File: src/rtl/dbspi_pkg.sv
package dbspi_pkg;
   localparam int ADDR_W = 2;

   typedef enum logic [ADDR_W-1:0] {
      REG_DATA = 2'd0,
      REG_CTRL = 2'd1,
      REG_STAT = 2'd2,
      REG_DIV  = 2'd3
   } reg_addr_e;

   localparam int CTL_CPOL = 0;
   localparam int CTL_CPHA = 1;
   localparam int CTL_ISEL = 2;
   localparam int CTL_BITS = 3;

   localparam int ST_TXE  = 0;
   localparam int ST_TXC  = 1;
   localparam int ST_RXF  = 2;
   localparam int ST_BSY  = 3;
   localparam int ST_BITS = 4;

   typedef struct packed {
      logic irq_sel;
      logic cpha;
      logic cpol;
   } spi_cfg_t;
endpackage

File: src/rtl/dbspi_clkgen.sv
module dbspi_clkgen #(
   parameter int DATA_W = 8,
   parameter int DIV_W  = 8
) (
   input  logic             clk,
   input  logic             rst_n,
   input  logic             run,
   input  logic             cpol,
   input  logic [DIV_W-1:0] half,
   output logic             sclk,
   output logic             lead,
   output logic             trail,
   output logic             last
);
   localparam int EDGES = 2 * DATA_W;
   localparam int ECW   = $clog2(EDGES);

   logic [DIV_W-1:0] cnt;
   logic [ECW-1:0]   edge_cnt;
   logic             sclk_q;
   logic             tick;

   initial begin
      AST_PARAM_DIV: assert (DIV_W >= 1) else $error("DIV_W must be at least 1");
   end

   assign tick  = run && (cnt == half);
   assign lead  = tick && !edge_cnt[0];
   assign trail = tick && edge_cnt[0];
   assign last  = trail && (edge_cnt == ECW'(EDGES - 1));
   assign sclk  = sclk_q;

   always_ff @(posedge clk or negedge rst_n) begin
      if (!rst_n) begin
         cnt      <= '0;
         edge_cnt <= '0;
         sclk_q   <= 1'b0;
      end else if (!run) begin
         cnt      <= '0;
         edge_cnt <= '0;
         sclk_q   <= cpol;
      end else if (tick) begin
         cnt      <= '0;
         sclk_q   <= ~sclk_q;
         edge_cnt <= last ? '0 : edge_cnt + 1'b1;
      end else begin
         cnt <= cnt + 1'b1;
      end
   end

   AST_IDLE_LEVEL: assert property (@(posedge clk) disable iff (!rst_n)
      (!run && $past(!run) && $stable(cpol)) |-> (sclk == cpol));

   AST_EDGES_ONLY_BUSY: assert property (@(posedge clk) disable iff (!rst_n)
      (edge_cnt != '0) |-> run);
endmodule

File: src/rtl/dbspi_shifter.sv
module dbspi_shifter #(
   parameter int DATA_W = 8
) (
   input  logic              clk,
   input  logic              rst_n,
   input  logic              cpha,
   input  logic              lead,
   input  logic              trail,
   input  logic              last,
   input  logic              hold_full,
   input  logic [DATA_W-1:0] hold_data,
   input  logic              miso,
   output logic              busy,
   output logic              mosi,
   output logic              take_hold,
   output logic              done,
   output logic [DATA_W-1:0] rx_byte
);
   localparam int MSB = DATA_W - 1;

   logic [DATA_W-1:0] shreg;
   logic [DATA_W-1:0] rx_q;
   logic [DATA_W-1:0] shift_in;
   logic              samp;
   logic              mosi_q;
   logic              busy_q;
   logic              start;

   assign start     = !busy_q && hold_full;
   assign done      = busy_q && last;
   assign take_hold = start || (done && hold_full);
   assign shift_in  = {shreg[MSB-1:0], (cpha ? miso : samp)};
   assign busy      = busy_q;
   assign mosi      = mosi_q;
   assign rx_byte   = rx_q;

   always_ff @(posedge clk or negedge rst_n) begin
      if (!rst_n) begin
         shreg  <= '0;
         rx_q   <= '0;
         samp   <= 1'b0;
         mosi_q <= 1'b0;
         busy_q <= 1'b0;
      end else if (start) begin
         shreg  <= hold_data;
         busy_q <= 1'b1;
         if (!cpha) mosi_q <= hold_data[MSB];
      end else if (busy_q && lead) begin
         if (!cpha) samp   <= miso;
         else       mosi_q <= shreg[MSB];
      end else if (busy_q && trail) begin
         if (last) begin
            rx_q <= shift_in;
            if (hold_full) begin
               shreg <= hold_data;
               if (!cpha) mosi_q <= hold_data[MSB];
            end else begin
               shreg  <= shift_in;
               busy_q <= 1'b0;
            end
         end else begin
            shreg <= shift_in;
            if (!cpha) mosi_q <= shreg[MSB-1];
         end
      end
   end

   AST_BUSY_HOLDS: assert property (@(posedge clk) disable iff (!rst_n)
      (busy_q && !last) |=> busy_q);

   AST_MOSI_STILL_ON_LEAD: assert property (@(posedge clk) disable iff (!rst_n)
      (busy_q && !cpha && lead && $stable(cpha)) |=> $stable(mosi_q));
endmodule

File: src/rtl/dbspi_regs.sv
module dbspi_regs
   import dbspi_pkg::*;
#(
   parameter int DATA_W   = 8,
   parameter int DIV_W    = 8,
   parameter int READ_LAT = 0
) (
   input  logic              clk,
   input  logic              rst_n,
   input  logic              bus_wr,
   input  logic              bus_rd,
   input  logic [ADDR_W-1:0] bus_addr,
   input  logic [DATA_W-1:0] bus_wdata,
   output logic [DATA_W-1:0] bus_rdata,
   input  logic              take_hold,
   input  logic              done,
   input  logic              busy,
   input  logic [DATA_W-1:0] rx_byte,
   output spi_cfg_t          cfg,
   output logic [DIV_W-1:0]  half,
   output logic              hold_full,
   output logic [DATA_W-1:0] hold_data,
   output logic              irq
);
   spi_cfg_t          cfg_q;
   logic [DIV_W-1:0]  half_q;
   logic [DATA_W-1:0] hold_q;
   logic              full_q;
   logic              txe_q;
   logic              txc_q;
   logic              rxf_q;
   logic              wr_tx;
   logic              rd_stat;
   logic [DATA_W-1:0] rd_mux;

   initial begin
      AST_PARAM_LATENCY: assert (READ_LAT == 0 || READ_LAT == 1)
         else $error("READ_LAT must be 0 or 1");
      AST_PARAM_DIVFIT: assert (DIV_W <= DATA_W)
         else $error("DIV_W must fit in the data bus");
   end

   assign wr_tx     = bus_wr && (bus_addr == REG_DATA);
   assign rd_stat   = bus_rd && (bus_addr == REG_STAT);
   assign cfg       = cfg_q;
   assign half      = half_q;
   assign hold_full = full_q;
   assign hold_data = hold_q;
   assign irq       = cfg_q.irq_sel ? txc_q : txe_q;

   always_ff @(posedge clk or negedge rst_n) begin
      if (!rst_n) begin
         cfg_q  <= '0;
         half_q <= '0;
      end else if (bus_wr) begin
         if (bus_addr == REG_CTRL) cfg_q  <= spi_cfg_t'(bus_wdata[CTL_BITS-1:0]);
         if (bus_addr == REG_DIV)  half_q <= bus_wdata[DIV_W-1:0];
      end
   end

   always_ff @(posedge clk or negedge rst_n) begin
      if (!rst_n) begin
         hold_q <= '0;
         full_q <= 1'b0;
         txe_q  <= 1'b1;
      end else if (wr_tx) begin
         hold_q <= bus_wdata;
         full_q <= 1'b1;
         txe_q  <= 1'b0;
      end else if (take_hold) begin
         full_q <= 1'b0;
         txe_q  <= 1'b1;
      end
   end

   always_ff @(posedge clk or negedge rst_n) begin
      if (!rst_n) begin
         txc_q <= 1'b0;
         rxf_q <= 1'b0;
      end else begin
         if (done && !full_q) txc_q <= 1'b1;
         else if (rd_stat)    txc_q <= 1'b0;
         if (done)            rxf_q <= 1'b1;
         else if (rd_stat)    rxf_q <= 1'b0;
      end
   end

   always_comb begin
      rd_mux = '0;
      case (bus_addr)
         REG_DATA: rd_mux = rx_byte;
         REG_CTRL: rd_mux[CTL_BITS-1:0] = cfg_q;
         REG_STAT: begin
            rd_mux[ST_TXE] = txe_q;
            rd_mux[ST_TXC] = txc_q;
            rd_mux[ST_RXF] = rxf_q;
            rd_mux[ST_BSY] = busy;
         end
         default:  rd_mux[DIV_W-1:0] = half_q;
      endcase
   end

   generate
      if (READ_LAT == 0) begin : g_rd_comb
         assign bus_rdata = rd_mux;
      end else begin : g_rd_reg
         logic [DATA_W-1:0] rdata_q;
         always_ff @(posedge clk or negedge rst_n) begin
            if (!rst_n)      rdata_q <= '0;
            else if (bus_rd) rdata_q <= rd_mux;
         end
         assign bus_rdata = rdata_q;
      end
   endgenerate

   AST_TXE_CLEARS_ON_WRITE: assert property (@(posedge clk) disable iff (!rst_n)
      wr_tx |=> !txe_q);

   AST_STATUS_READ_CLEARS: assert property (@(posedge clk) disable iff (!rst_n)
      (rd_stat && !done) |=> (!txc_q && !rxf_q));

   AST_TXC_NEEDS_EMPTY_DONE: assert property (@(posedge clk) disable iff (!rst_n)
      $rose(txc_q) |-> $past(done && !full_q));
endmodule

File: src/rtl/dbuf_spi_master.sv
module dbuf_spi_master
   import dbspi_pkg::*;
#(
   parameter int DATA_W   = 8,
   parameter int DIV_W    = 8,
   parameter int READ_LAT = 0
) (
   input  logic              clk,
   input  logic              rst_n,
   input  logic              bus_wr,
   input  logic              bus_rd,
   input  logic [ADDR_W-1:0] bus_addr,
   input  logic [DATA_W-1:0] bus_wdata,
   output logic [DATA_W-1:0] bus_rdata,
   output logic              irq,
   output logic              sclk,
   output logic              mosi,
   input  logic              miso
);
   spi_cfg_t          cfg;
   logic [DIV_W-1:0]  half;
   logic              hold_full;
   logic [DATA_W-1:0] hold_data;
   logic              take_hold;
   logic              done;
   logic              busy;
   logic [DATA_W-1:0] rx_byte;
   logic              lead;
   logic              trail;
   logic              last;

   initial begin
      AST_PARAM_WIDTH: assert (DATA_W >= ST_BITS)
         else $error("DATA_W must hold the status bits");
   end

   dbspi_regs #(.DATA_W(DATA_W), .DIV_W(DIV_W), .READ_LAT(READ_LAT)) u_regs (
      .clk       (clk),
      .rst_n     (rst_n),
      .bus_wr    (bus_wr),
      .bus_rd    (bus_rd),
      .bus_addr  (bus_addr),
      .bus_wdata (bus_wdata),
      .bus_rdata (bus_rdata),
      .take_hold (take_hold),
      .done      (done),
      .busy      (busy),
      .rx_byte   (rx_byte),
      .cfg       (cfg),
      .half      (half),
      .hold_full (hold_full),
      .hold_data (hold_data),
      .irq       (irq)
   );

   dbspi_clkgen #(.DATA_W(DATA_W), .DIV_W(DIV_W)) u_clkgen (
      .clk   (clk),
      .rst_n (rst_n),
      .run   (busy),
      .cpol  (cfg.cpol),
      .half  (half),
      .sclk  (sclk),
      .lead  (lead),
      .trail (trail),
      .last  (last)
   );

   dbspi_shifter #(.DATA_W(DATA_W)) u_shifter (
      .clk       (clk),
      .rst_n     (rst_n),
      .cpha      (cfg.cpha),
      .lead      (lead),
      .trail     (trail),
      .last      (last),
      .hold_full (hold_full),
      .hold_data (hold_data),
      .miso      (miso),
      .busy      (busy),
      .mosi      (mosi),
      .take_hold (take_hold),
      .done      (done),
      .rx_byte   (rx_byte)
   );

   AST_HANDOFF_KEEPS_BUSY: assert property (@(posedge clk) disable iff (!rst_n)
      (done && hold_full) |=> busy);
endmodule

File: config.mk
export PLATFORM = sky130hd
export DESIGN_NAME = dbuf_spi_master
export DESIGN_NICKNAME = d
export VERILOG_FILES = /design/src/rtl/dbspi_pkg.sv /design/src/rtl/dbspi_clkgen.sv /design/src/rtl/dbspi_shifter.sv /design/src/rtl/dbspi_regs.sv /design/src/rtl/dbuf_spi_master.sv
export SDC_FILE = /design/constraint.sdc
export NUM_CORES = 1
export LEC_CHECK = 0
export BUFFER_PORTS_ARGS = -buffer_cell sky130_fd_sc_hd__buf_2
export CAP_MARGIN = 0
export CORE_MARGIN = 2
export CORE_UTILIZATION = 55
export CTS_BUF_LIST = sky130_fd_sc_hd__clkbuf_4
export DETAILED_ROUTE_END_ITERATION = 8
export PLACE_DENSITY_LB_ADDON = 0.25
export SETUP_SLACK_MARGIN = 0.1
export SLEW_MARGIN = 20
export SYNTH_ARGS = -nofsm -noshare
export SYNTH_HDL_FRONTEND = slang
export SYNTH_SLANG_ARGS = --single-unit
File: constraint.sdc
create_clock -name clk -period 5.44 [get_ports clk]
set_input_delay 0.272 -clock clk [delete_from_list [all_inputs] [get_ports clk]]
set_output_delay 0.272 -clock clk [all_outputs]
set_load 0.02 [all_outputs]
==> results.yml <==
grt:
  grt_pass1_wl_um: 8640
  antenna_found_initial: 0
  grt_pass1_vias: 1685
  overflow: 0
  grt_use_total_pct: 21.4
  grt_max_degree: 56
timing:
  min_period_ns: 2.63
  whs_ns: -0.0264
  fmax_mhz: 380
  finClkSkew_ns: 0.0139
  setup_ws_ns: 2.81
  hold_violations: 16
  worst_slew_pin_slew_ns: 0.876
  slew_headroom_pct: 41.1
  tns_ns: 0
  finalMaxSlewViolations: 0
  period_share_pct: 48.3
  finalSetupViolations: 0
  rsz0062_at_grt: "false"
run_status:
  status: "finished, violations left"
  violations: "negative hold slack"
floorplanning:
  rows: 25
  start_util_pct: 56.9
  die_y_um: 73.6
  pin_count: 26
  die_w_um: 73.6
  coreArea_um2: 4690
  die_area_um2: 5420
placement:
  portBuffers: 25
  place_ws_ns: 2.82
  dp_hpwl_um: 3720
  gp_congestion: 0.819
worst_setup_path:
  worst-setup-path-type: "register to register"
  arrival_ns: 2.92
  startpoint_type: "register"
  regToRegStartpoint: "u_clkgen.cnt[6]"
  rrSetupSlack_ns: 2.81
  worst-endpoint-required_ns: 5.72
  crit_fanout: 9
  r2r_cells: 5
  crit_path_end_kind: "register"
  r2r_end: "u_shifter.shreg[0]"
drt:
  drtIter0Drc: 115
  vias: 1779
  viasPerCell: 5.95
  post-route-drc-count: 0
  drt-total-wl_um: 5270
  dr.pass1.iters: 4
  antenna_left: 0
  wire_per_inst_um: 17.6
flow_run:
  cap_violations: 0
cells_and_area:
  final_nets: 261
  antenna_cells: 0
  drive_gt1_share_pct: 31.0
  postLayoutCoreUtil_pct: 61.5
  syn2layout_area_growth_pct: 8.26
synth:
  ys_ff_latch: 55
  synthesis.area_um2: 2670
  yosys_warnings: 0
  mappedNetlistNets: 236
  avgSynthCellArea_um2: 12.2
  ys.flop_type: "dfrtp_1"
  synth_cells: 219
  yosys.cell_types.count: 41
  seq_area_frac_synth_pct: 51.6
  synth-edff-count: 0
  async_flop_share_pct: 100
clocking:
  htree_num_levels: 2
  cts_buffers: 5
  cts_hold_buf: 0
  cts.sinks: 55
  cts_tree: "built"
  path_clk_slew_ns: 0.16
  cts_resized: 0
  root_buffer: "clkbuf_4"
  clock_latency_ns: 0.38
  cts_buffer_depth: 2
  cts_setup_buffers: 0
min_path:
  hold_class: "input pin to asynchronous set/reset pin"
power:
  vdd_drop_max_uv: 206
  p_leak_nw: 1.30
  powerDensity_nw_per_um2: 384
==> cell type report <==
| cell class | instances | area [um^2] |
|---|---|---|
| clock inverter | 2 | 16.3 |
| multi-input combinational | 154 | 1240 |
| inverter | 1 | 3.75 |
| sequential | 55 | 1380 |
| timing repair buffer | 27 | 140 |
| fill | 357 | 1800 |
| clock buffer | 6 | 45.0 |
| tap | 54 | 67.6 |
==> worst max path at each step <==
stage / endpoint / cells after the start / from
6_report: u_shifter.shreg[0] / 5 / u_clkgen.cnt[6]
5_1_grt: u_shifter.shreg[0] / 5 / u_regs.half[5]
4_1_cts: u_shifter.shreg[0] / 5 / u_regs.half[5]
3_5_place_dp: u_shifter.shreg[0] / 5 / u_regs.half[7]
3_3_place_gp: u_shifter.shreg[0] / 5 / u_regs.half[7]
2_1_floorplan: u_shifter.shreg[0] / 6 / u_regs.half[7]
==> per-stage QoR <==
| stage | instance area, um^2 | cells | power, mW | hold slack [ns] |
|---|---|---|---|---|
| after floorplan | 2670 | 219 | 0.831 | -0.0236 |
| after global placement | 2830 | 291 | 0.916 | 0.444 |
| after detailed placement | 2830 | 291 | 0.930 | 0.445 |
| after CTS | 2890 | 299 | 1.12 | 0.00282 |
| after global routing | 2890 | 299 | 1.19 | 0.0336 |
| final | 2890 | 299 | 1.11 | -0.0264 |
==> state kept, by name, summed over array words and instances, names as in the netlist, 3 cells and up <==
register and flops:
u_clkgen.cnt 8, u_regs.half 8, u_regs.hold_data 8, u_shifter.rx_byte 8, u_shifter.shreg 8, u_clkgen.edge_cnt 4
u_regs.cfg 3
==> Yosys cell counts, types with 3 or more instances <==
master    instances  area [um^2]
nand3_1           3         15.0
nor2_1           21         78.8
a21oi_1          10         50.1
dfrtp_1          54         1350
mux4_2            3         67.6
a22o_1            5         43.8
mux2i_1           8         80.1
xnor2_1           6         52.6
mux2_2           31          349
clkbuf_1          6         22.5
and3_1            5         31.3
nand2_1          13         48.8
xor2_1           11         96.3
and2_1            4         25.0
nand3b_1          3         22.5
==> critical path, stage by stage (launching register included) <==
cell	delay, ns
dfrtp_1	0.44
xor2_1	0.18
or4_4	0.58
o31ai_4	0.65
mux2_1	0.39
mux2_1	0.29
==> layout by cell type, fill, tap and decap left out, drive strengths merged, types with 6 or more instances in the layout <==
cell type  netlist  routed
dfrtp           54      54
mux2            33      33
buf              3      27
nor2            21      21
nand2           13      13
xor2            11      11
a21oi           10      10
mux2i            8       8
xnor2            6       6
clkbuf           6       6
==> routing by layer <==
layer	wire [um]	GRT usage (%)	vias to the layer above
li1	-	-	838
met2	2390	30.3	28
met1	2610	31.9	906
met5	0	0	-
met4	65	6.46	0
met3	211	6.45	7
==> report_power, final <==
group	switching [mW]	internal, mW
Clock	0.131	0.0576
Combinational	0.158	0.156
Sequential	0.100	0.508
Total	0.389	0.721
==> cells by family (layout without fill, tap and decap cells) <==
logic type      Yosys count  count (layout)  share of synthesized area, %
simple gates             62              62                          11.9
flops                    55              55                          51.6
mux                      44              44                          19.5
compound gates           29              29                          8.49
xor+xnor                 17              17                          5.58
buf+inv                  10              36                          1.97
fa+ha+maj                 2               2                         0.938
No activity file was read; power rests on OpenSTA's default activity.
